`src/rtl/spec_pkg.sv`:
```
`timescale 1ns/1ps
package spec_pkg;
  localparam int NPORT  = 5;
  localparam int PORT_W = 3;

  typedef enum logic [2:0] {
    PORT_LOCAL = 3'd0,
    PORT_XP    = 3'd1,
    PORT_XM    = 3'd2,
    PORT_YP    = 3'd3,
    PORT_YM    = 3'd4
  } port_e;

  typedef enum logic [2:0] {
    ST_IDLE,    // empty, tentative request on the guess
    ST_RESV,    // guessed port held
    ST_ALLOC,   // firm request on the computed route
    ST_SEND,    // head leaves the queue
    ST_ACTIVE   // packet body streams through
  } chan_st_e;
endpackage

```
`src/rtl/spec_xy_route.sv`:
```
`timescale 1ns/1ps
module spec_xy_route #(
  parameter int COORD_W = 4
) (
  input  logic [COORD_W-1:0]        here_x,
  input  logic [COORD_W-1:0]        here_y,
  input  logic [COORD_W-1:0]        dest_x,
  input  logic [COORD_W-1:0]        dest_y,
  output logic [spec_pkg::PORT_W-1:0] port
);
  import spec_pkg::*;

  always_comb begin
    if (dest_x > here_x)      port = PORT_XP;
    else if (dest_x < here_x) port = PORT_XM;
    else if (dest_y > here_y) port = PORT_YP;
    else if (dest_y < here_y) port = PORT_YM;
    else                      port = PORT_LOCAL;
  end
endmodule

```
`src/rtl/spec_port_dec.sv`:
```
`timescale 1ns/1ps
module spec_port_dec #(
  parameter int NP = 5,
  parameter int PW = 3
) (
  input  logic [PW-1:0] idx,
  input  logic          en,
  output logic [NP-1:0] vec
);
  for (genvar g = 0; g < NP; g++) begin : g_bit
    assign vec[g] = en && (idx == PW'(g));
  end
endmodule

```
`src/rtl/spec_input_channel.sv`:
```
`timescale 1ns/1ps
module spec_input_channel #(
  parameter int FLIT_W  = 16,
  parameter int COORD_W = 4,
  localparam int NP = spec_pkg::NPORT,
  localparam int PW = spec_pkg::PORT_W
) (
  input  logic              clk,
  input  logic              rst_n,
  input  logic [COORD_W-1:0] my_x,
  input  logic [COORD_W-1:0] my_y,
  input  logic [FLIT_W-1:0] in_flit,
  input  logic              in_valid,
  output logic              in_ready,
  input  logic [PW-1:0]     pred_port,
  output logic [NP-1:0]     resv_req,
  output logic              resv_firm,
  input  logic              resv_gnt,
  output logic [FLIT_W-1:0] out_flit,
  output logic [NP-1:0]     out_valid,
  output logic [NP-1:0]     kill,
  output logic              route_valid,
  output logic [PW-1:0]     route_port
);
  import spec_pkg::*;

  chan_st_e      st_q, st_d;
  logic [PW-1:0] cur_q, cur_d;
  logic [NP-1:0] kill_q, kill_d;

  logic [1:0]    ftype;
  logic          is_head, is_tail, pred_ok, hit;
  logic [PW-1:0] rc_port, req_idx, out_idx;
  logic          req_en, out_en;
  logic [NP-1:0] cur_vec;

  assign ftype   = in_flit[FLIT_W-1 -: 2];
  assign is_head = in_valid && ftype[0];
  assign is_tail = in_valid && ftype[1];
  assign pred_ok = (pred_port < PW'(NP));
  assign hit     = (rc_port == cur_q);

  spec_xy_route #(.COORD_W(COORD_W)) u_route (
    .here_x (my_x),
    .here_y (my_y),
    .dest_x (in_flit[COORD_W-1:0]),
    .dest_y (in_flit[2*COORD_W-1:COORD_W]),
    .port   (rc_port)
  );

  spec_port_dec #(.NP(NP), .PW(PW)) u_req_dec (
    .idx (req_idx), .en (req_en), .vec (resv_req)
  );
  spec_port_dec #(.NP(NP), .PW(PW)) u_out_dec (
    .idx (out_idx), .en (out_en), .vec (out_valid)
  );
  spec_port_dec #(.NP(NP), .PW(PW)) u_cur_dec (
    .idx (cur_q), .en (1'b1), .vec (cur_vec)
  );

  // next-state and output decode
  always_comb begin
    st_d        = st_q;
    cur_d       = cur_q;
    kill_d      = '0;
    in_ready    = 1'b0;
    out_en      = 1'b0;
    out_idx     = cur_q;
    req_en      = 1'b0;
    req_idx     = cur_q;
    resv_firm   = 1'b0;
    route_valid = 1'b0;
    unique case (st_q)
      ST_IDLE: begin
        if (is_head) begin
          // no hold yet: conventional route stage
          route_valid = 1'b1;
          cur_d       = rc_port;
          st_d        = ST_ALLOC;
        end else if (!in_valid) begin
          req_en  = pred_ok;
          req_idx = pred_port;
          if (pred_ok && resv_gnt) begin
            cur_d = pred_port;
            st_d  = ST_RESV;
          end
        end
      end
      ST_RESV: begin
        req_en = 1'b1;
        if (is_head) begin
          route_valid = 1'b1;
          if (resv_gnt) begin
            out_en = 1'b1;  // speculative traversal
            if (hit) begin
              in_ready = 1'b1;
              st_d     = is_tail ? ST_IDLE : ST_ACTIVE;
            end else begin
              kill_d = cur_vec;
              cur_d  = rc_port;
              st_d   = ST_ALLOC;
            end
          end else begin
            cur_d = rc_port;
            st_d  = ST_ALLOC;
          end
        end else if (!resv_gnt) begin
          st_d = ST_IDLE;
        end
      end
      ST_ALLOC: begin
        req_en    = 1'b1;
        resv_firm = 1'b1;
        if (resv_gnt) st_d = ST_SEND;
      end
      ST_SEND: begin
        req_en    = 1'b1;
        resv_firm = 1'b1;
        out_en    = in_valid;
        in_ready  = in_valid;
        if (in_valid) st_d = is_tail ? ST_IDLE : ST_ACTIVE;
      end
      ST_ACTIVE: begin
        req_en    = 1'b1;
        resv_firm = 1'b1;
        out_en    = in_valid;
        in_ready  = in_valid;
        if (is_tail) st_d = ST_IDLE;
      end
      default: st_d = ST_IDLE;
    endcase
  end

  always_ff @(posedge clk or negedge rst_n) begin
    if (!rst_n) begin
      st_q   <= ST_IDLE;
      cur_q  <= '0;
      kill_q <= '0;
    end else begin
      st_q   <= st_d;
      cur_q  <= cur_d;
      kill_q <= kill_d;
    end
  end

  assign kill       = kill_q;
  assign out_flit   = in_flit;
  assign route_port = rc_port;

  // ---------------- assertions ----------------
  p_kill_onehot_r6: assert property (@(posedge clk) disable iff (!rst_n)
    $onehot0(kill));

  p_kill_single_pulse_r6: assert property (@(posedge clk) disable iff (!rst_n)
    (|kill) |=> !(|kill));

  p_kill_after_unpopped_send_r6: assert property (@(posedge clk) disable iff (!rst_n)
    (|kill) |-> ($past(out_valid) == kill) && !$past(in_ready));

  p_kill_firm_elsewhere_r6: assert property (@(posedge clk) disable iff (!rst_n)
    (|kill) |-> resv_firm && ((kill & resv_req) == '0));

  p_out_onehot_r4: assert property (@(posedge clk) disable iff (!rst_n)
    $onehot0(out_valid));

  p_pop_needs_send_r5: assert property (@(posedge clk) disable iff (!rst_n)
    in_ready |-> (|(out_valid & resv_req)));

  p_wait_quiet_r11: assert property (@(posedge clk) disable iff (!rst_n)
    (resv_firm && !resv_gnt && !(|out_valid) && !in_ready) |=> !(|kill) || $past(|out_valid));

  p_firm_onehot_r11: assert property (@(posedge clk) disable iff (!rst_n)
    resv_firm |-> $onehot(resv_req));
endmodule

```
`config.mk`:
```
export PLATFORM = sky130hd
export DESIGN_NAME = spec_input_channel
export DESIGN_NICKNAME = d
export VERILOG_FILES = /design/src/rtl/spec_pkg.sv /design/src/rtl/spec_xy_route.sv /design/src/rtl/spec_port_dec.sv /design/src/rtl/spec_input_channel.sv
export SDC_FILE = /design/constraint.sdc
export NUM_CORES = 1
export LEC_CHECK = 0
export CAP_MARGIN = 10
export CORE_MARGIN = 5
export CORE_UTILIZATION = 44
export CTS_BUF_LIST = sky130_fd_sc_hd__clkbuf_4 sky130_fd_sc_hd__clkbuf_8
export DETAILED_ROUTE_END_ITERATION = 8
export PLACE_DENSITY = 0.89
export SLEW_MARGIN = 20
export SYNTH_ARGS = -nofsm -noshare
export SYNTH_HDL_FRONTEND = slang
export SYNTH_SLANG_ARGS = --single-unit
```
`constraint.sdc`:
```
create_clock -name clk -period 5 [get_ports clk]
set_input_delay 0.75 -clock clk [delete_from_list [all_inputs] [get_ports clk]]
set_output_delay 0.75 -clock clk [all_outputs]
set_load 0.02 [all_outputs]
```
==> impl_results.md, run 1 <==
* Post-CTS sizing at 0
* CP required at 4.25 ns
* Clock Sinks at 11
* Final hold violation count at 0
* Post-Syn Nets at 195
* Max incr delay on CP at 0.61 ns
* Max Fclk at 238 MHz
* Remaining antenna violation count after routing at 0
* Worst Hold Path EP: cur_q[2]$_DFFE_PN0P_
* Async SR Flop Fraction at 100%
* Pin count of the biggest net entering global routing at 13
* TNS Setup at 0 ns
* Initial antenna violation count at 0
* Tot GR Track Use at 16.6%
* IO buf count at 55
* Wirelength per Cell at 15.3 um
* R2R Path End: cur_q[1]$_DFFE_PN0P_
* CTS H-Tree Depth at 1
* Hold Path Cell Cnt at 1
* Starting Density at 45.8%
* Hold Crit Start: cur_q[2]$_DFFE_PN0P_
* RePlAce Congestion at 0.864
* Final WL at 3450 um
* Status: complete, no violations
* GRT overflow at 0
* Crit Path Class: in2out
* Die Ht at 63.6 um
* Post-Place Setup Slack at 0.798 ns
* # hold bufs at CTS at 0
* Post-Syn Area at 1260 um2
* LEAKAGE at 0.735 nW
* Fin crit period at 4.20 ns
* Pwr dens at 371 nW/um2
* Area of the multi-input gates at 811 um2
* Count of cell types in the netlist at 45
* Cts bufs inserted at 3
* Startpoint Class: input pin
* Layout filler cell count at 237
* First DRT Iteration DRCs at 48
* Core region area at 2760 um2
* Cells after Synth at 156
* Arr. time, crit path at 3.45 ns
* Worst Setup End Kind: primary output
* I/O pins at 68
* Slew @ Worst Pin at 0.496 ns
* Worst-path fanout max at 5
* # diodes at 0
* Layout cells sized above 1 at 8.76%
* Row count at 19
* Skew-Pair Late Insertion Delay at 0.27 ns
* Worst path cell trace: clkdlybuf4s50_1 > inv_1 > ha_1 > nor2b_4 > o211a_1 > or4b_4 > nand4_4 > nand3_1 > nand2_1 > clkdlybuf4s50_1
* Final setup margin at 0.804 ns
* #FFs+latches synth at 11
* Most frequent cell on the critical path: clkdlybuf4s50_1
* Max rail drop VDD at 0.327 mV
* Most common cell after layout, fill and taps aside: clkdlybuf4s50_1
* Fin crit share at 83.9%
* First-pass GRT wire length at 5590 um
* Critical path buffers and inverters at 3
* Setup-failing EPs final at 0
* Drc violations at 0
* Vias in the first global route at 1293
* Root buffer cell: clkbuf_4
* Worst slew margin at 66.8%
* Slowest CP cell: clkdlybuf4s50_1
* CP delay by family, top: buffers and inverters
* CTS Buffer Depth at 2
* Number of synthesized flops with an enable pin at 0
* Post-DP HPWL at 2920 um
* Max-slew violations at 0
* NumNets Final at 234
* Reg2reg start: st_q[2]$_DFFE_PN0P_
* Setup Fix Bufs, Post-CTS at 0
* Max-Cap Viols at 0
* Area grow syn2layout at 38.1%
* Reg2reg setup slack at 3.11 ns
* Register area at 275 um2
* Worst Skew at 0.00735 ns
* Die width at 63.6 um
* Hold Path Class: reg2reg
* Most frequent cells in the layout: 55 x clkdlybuf4s50_1, 17 x nand2_1, 14 x nor2_1
* DR pass1 iterations at 4
* Syn_area_per_cell at 8.09 um2
* RSZ-0062 raised after global routing: false
* CTS tree: built
* Synthesis Warnings at 0
* Via count at 1295
* Die area at 4040 um2
* Vias per inst at 5.76
* FF-to-FF path depth at 4
* Ys flop type: dfrtp_1
* Clock-pin slew on the worst setup and hold paths at 0.08 ns
* Register area share after synthesis at 21.8%
[registers in the layout, summed over array words and instances, names as in the netlist]
signal	flops
kill	5
st_q	3
cur_q	3
[routing by layer]
metal | up-vias | routed length (um) | track usage [%]
met5 | - | 0 | 0
met4 | 0 | 97 | 9.35
met3 | 8 | 284 | 3.37
met2 | 66 | 1730 | 27.3
met1 | 592 | 1330 | 20.0
li1 | 629 | - | -
[report_power, final]
| part | internal, mW | switching [mW] |
|---|---|---|
| Clock | 0.0363 | 0.0315 |
| Sequential | 0.112 | 0.0520 |
| Combinational | 0.190 | 0.225 |
| Total | 0.338 | 0.309 |
[cells in the mapped netlist (2+ instances only)]
master / number / area [um2]
o2111ai_1: 2 / 17.5
mux2_4: 2 / 30.0
dfrtp_1: 11 / 275
nor2b_1: 5 / 31.3
mux2i_1: 2 / 20.0
o22ai_1: 2 / 12.5
ha_1: 8 / 100
nand2_1: 17 / 63.8
clkbuf_1: 5 / 18.8
buf_4: 16 / 120
o21ai_0: 6 / 30.0
a31oi_1: 2 / 12.5
nor3_1: 5 / 25.0
nor2_1: 14 / 52.6
nand2b_1: 4 / 25.0
and3_1: 2 / 12.5
nand3_1: 5 / 25.0
inv_1: 10 / 37.5
o211a_1: 2 / 20.0
mux2_2: 2 / 22.5
o211ai_1: 4 / 30.0
a32o_1: 2 / 20.0
a211oi_1: 2 / 15.0
a21oi_1: 5 / 25.0
[cell type report]
cell class / count / area share (%)
Multi-Input combinational cell: 114 / 46.5
Timing Repair Buffer: 55 / 31.6
Sequential cell: 11 / 15.8
Tap cell: 31 / 2.23
Clock buffer: 4 / 1.72
Inverter: 10 / 2.15
[cell families (layout without fill, tap and decap cells)]
kind of cell	Yosys count	after routing	share of synthesized area, %
compound gates	37	37	23.0
xor+xnor	2	2	1.39
fa+ha+maj	8	8	7.93
buf+inv	31	69	14.0
flops	11	11	21.8
mux	6	6	5.75
simple gates	61	61	26.2
[per-stage QoR]
step / power (mW) / std cells / cell area (um2) / util [%] / hold slack [ns]
2_1_floorplan: 0.439 / 156 / 1260 / - / 0.454
3_3_place_gp: 0.559 / 221 / 1710 / 62.1 / 0.602
3_5_place_dp: 0.577 / 221 / 1710 / 62.1 / 0.619
4_1_cts: 0.645 / 225 / 1740 / 63.2 / 0.636
5_1_grt: 0.689 / 225 / 1740 / 63.2 / 0.658
6_report: 0.647 / 225 / 1740 / 63.2 / 0.642
[worst max-delay path by stage]
stage / start / endpoint / slack [ns] / cells after the start
final: my_y[1] / in_ready / 0.80 / 10
after global routing: my_y[1] / in_ready / 0.65 / 10
after CTS: my_y[1] / in_ready / 0.80 / 10
after detailed placement: my_y[1] / in_ready / 0.80 / 10
after global placement: my_y[1] / in_ready / 0.87 / 10
after floorplan: my_y[1] / in_ready / 1.89 / 8
No activity file was read; power rests on OpenSTA's default activity.
==> run 2, diff against run 1 <==
Settings changed: CORE_UTILIZATION 44 to 40, PLACE_DENSITY 0.89 to 0.82.
Clock period 5 ns to 4.1 ns, I/O delays scaled along.
==> run 2 against run 1 <==
Net effect:
- critical path depth stayed put
- final cell count up 6.2%
- non-clock buffer count up 1
- total power is 20% higher
- die area up 8.4%
- first-iteration DRC count shrank 10%
- hold slack worse by 0.0079 ns
- count of clock-buffer cells in the layout stayed put
- combinational power grew 20%
- utilization is 5.3 points lower
- critical path type unchanged
- critical endpoint unchanged
- largest cell class unchanged
- largest power group unchanged
- highest routed layer unchanged
==> impl_results.md, run 2 (synthesis gave the netlist of run 1 again) <==
* Setup-failing EPs final at 0 (unchanged)
* Tot GR Track Use at 14.0% (was 16.6%)
* RSZ-0062 raised after global routing: false (unchanged)
* Skew-Pair Late Insertion Delay at 0.28 ns (was 0.27 ns)
* CTS H-Tree Depth at 1 (unchanged)
* Post-DP HPWL at 2550 um (was 2920 um)
* Crit Path Class: in2out (unchanged)
* Worst Skew at 0.00342 ns (was 0.00735 ns)
* Most common cell after layout, fill and taps aside: clkdlybuf4s50_1 (unchanged)
* NumNets Final at 235 (was 234)
* Die width at 66.2 um (was 63.6 um)
* Fin crit share at 94.5%
* I/O pins at 68 (unchanged)
* Sequential Power Share at 25.6% (was 25.3%)
* Startpoint Class: input pin (unchanged)
* Worst Setup End Kind: primary output (unchanged)
* Post-route cell area at 1770 um2 (was 1740 um2)
* Min Hold Slack at 0.634 ns (was 0.642 ns)
* Max FFs per register at 5 (unchanged)
* Wirelength per Cell at 12.8 um (was 15.3 um)
* # hold bufs at CTS at 0 (unchanged)
* # diodes at 0 (unchanged)
* Worst-path fanout max at 5 (unchanged)
* Status: complete, no violations (unchanged)
* Drc violations at 0 (unchanged)
* Final hold violation count at 0 (unchanged)
* Worst slew margin at 67.5% (was 66.8%)
* Layout filler cell count at 295 (was 237)
* DR pass1 iterations at 4 (unchanged)
* CTS Buffer Depth at 2 (unchanged)
* Most frequent cells in the layout: 55 x clkdlybuf4s50_1, 17 x nand2_1, 14 x nor2_1 (unchanged)
* Remaining antenna violation count after routing at 0 (unchanged)
* Cts bufs inserted at 3 (unchanged)
* Logic gate share of total power at 63.6% (was 64.2%)
* Fin crit period at 3.88 ns
* Most frequent cell on the critical path: clkdlybuf4s50_1 (unchanged)
* Cell internal pwr at 414 uW (was 338 uW)
* Setup Fix Bufs, Post-CTS at 0 (unchanged)
* CP required at 3.48 ns (was 4.25 ns)
* Critical path buffers and inverters at 3 (unchanged)
* Pwr dens at 441 nW/um2 (was 371 nW/um2)
* Arr. time, crit path at 3.26 ns (was 3.45 ns)
* Max-Cap Viols at 0 (unchanged)
* Via count at 1242 (was 1295)
* Row count at 20 (was 19)
* Final WL at 3060 um (was 3450 um)
* Root buffer cell: clkbuf_4 (unchanged)
* Sw power at 365 uW (was 309 uW)
* Total power at 779 uW (was 647 uW)
* Initial antenna violation count at 0 (unchanged)
* Vias per inst at 5.20 (was 5.76)
* Core region area at 3050 um2 (was 2760 um2)
* First-pass GRT wire length at 4750 um (was 5590 um)
* Hold Path Class: reg2reg (unchanged)
* Post-CTS sizing at 0 (unchanged)
* Reg2reg setup slack at 2.20 ns (was 3.11 ns)
* Clock network power share at 10.8% (was 10.5%)
* DP Area at 1740 um2 (was 1710 um2)
* Area grow syn2layout at 39.9% (was 38.1%)
* Die area at 4380 um2 (was 4040 um2)
* Starting Density at 41.4% (was 45.8%)
* GRT overflow at 0 (unchanged)
* Pin count of the biggest net entering global routing at 13 (unchanged)
* LEAKAGE at 0.740 nW (was 0.735 nW)
* Max incr delay on CP at 0.60 ns (was 0.61 ns)
* Clock-pin slew on the worst setup and hold paths at 0.07 ns (was 0.08 ns)
* RePlAce Congestion at 0.821 (was 0.864)
* Vias in the first global route at 1022 (was 1293)
* IO buf count at 55 (unchanged)
* Worst path cell trace: clkdlybuf4s50_1 > inv_1 > ha_1 > nor2b_4 > o211a_1 > or4b_4 > nand4_4 > nand3_1 > nand2_1 > clkdlybuf4s50_1 (unchanged)
* CP delay by family, top: buffers and inverters (unchanged)
* Layout cells sized above 1 at 9.23% (was 8.76%)
* TNS Setup at 0 ns (unchanged)
* Clock Sinks at 11 (unchanged)
* CTS tree: built (unchanged)
* First DRT Iteration DRCs at 43 (was 48)
* Slowest CP cell: clkdlybuf4s50_1 (unchanged)
* Max-slew violations at 0 (unchanged)
* Max Fclk at 258 MHz
* Slew @ Worst Pin at 0.487 ns (was 0.496 ns)
* Die Ht at 66.2 um (was 63.6 um)
* Max rail drop VDD at 0.270 mV (was 0.327 mV)
* Switching share of power at 46.9% (was 47.7%)
## run 2: cell types whose count changed in the layout (fill, tap and decap cells not counted)
cell	before	now
buf_4	0	1
## run 2: final timing paths
check,start,endpoint,cells after the start
max in group asynchronous,rst_n,st_q[0]$_DFFE_PN0P_,1
hold / removal,cur_q[2]$_DFFE_PN0P_,cur_q[2]$_DFFE_PN0P_,1
setup reg to reg,st_q[2]$_DFFE_PN0P_,cur_q[1]$_DFFE_PN0P_,4
hold reg to reg,cur_q[2]$_DFFE_PN0P_,cur_q[2]$_DFFE_PN0P_,1
setup / recovery,my_y[1],in_ready,10
min in group asynchronous,rst_n,kill[0]$_DFF_PN0_,1
## run 2: power by group through the flow
stage	registers (mW)	logic (mW)	clock network (mW)
final	0.199	0.496	0.0840
after global routing	0.206	0.537	0.0921
after CTS	0.197	0.497	0.0856
after detailed placement	0.199	0.495	0
after global placement	0.198	0.491	0
after floorplan	0.155	0.381	0
## run 2: final cells by class
cell class | count | area, um2 | area share [%]
flip-flops and latches | 11 | 275 | 15.6
well taps | 44 | 55.1 | 3.12
clock buffers | 4 | 30.0 | 1.70
multi-input cells | 114 | 811 | 45.9
inverters | 10 | 37.5 | 2.12
repair buffers | 56 | 558 | 31.6
## run 2: routing by layer
layer	share of wire, %	track usage (%)	vias up	wire length, um
met4	3.2	7.87	0	99
met5	0	0	-	0
met1	47	20.3	547	1430
li1	-	-	637	-
met2	43	19.3	47	1330
met3	6.9	2.38	11	210
## run 2: metrics by stage
step / instances / worst slack (ns) / util, %
final: 239 / 0.225 / 57.9
after global routing: 239 / 0.117 / 57.9
after CTS: 239 / 0.217 / 57.9
after detailed placement: 235 / 0.219 / 56.9
after global placement: 235 / 0.237 / 56.9
after floorplan: 156 / 1.26 / -
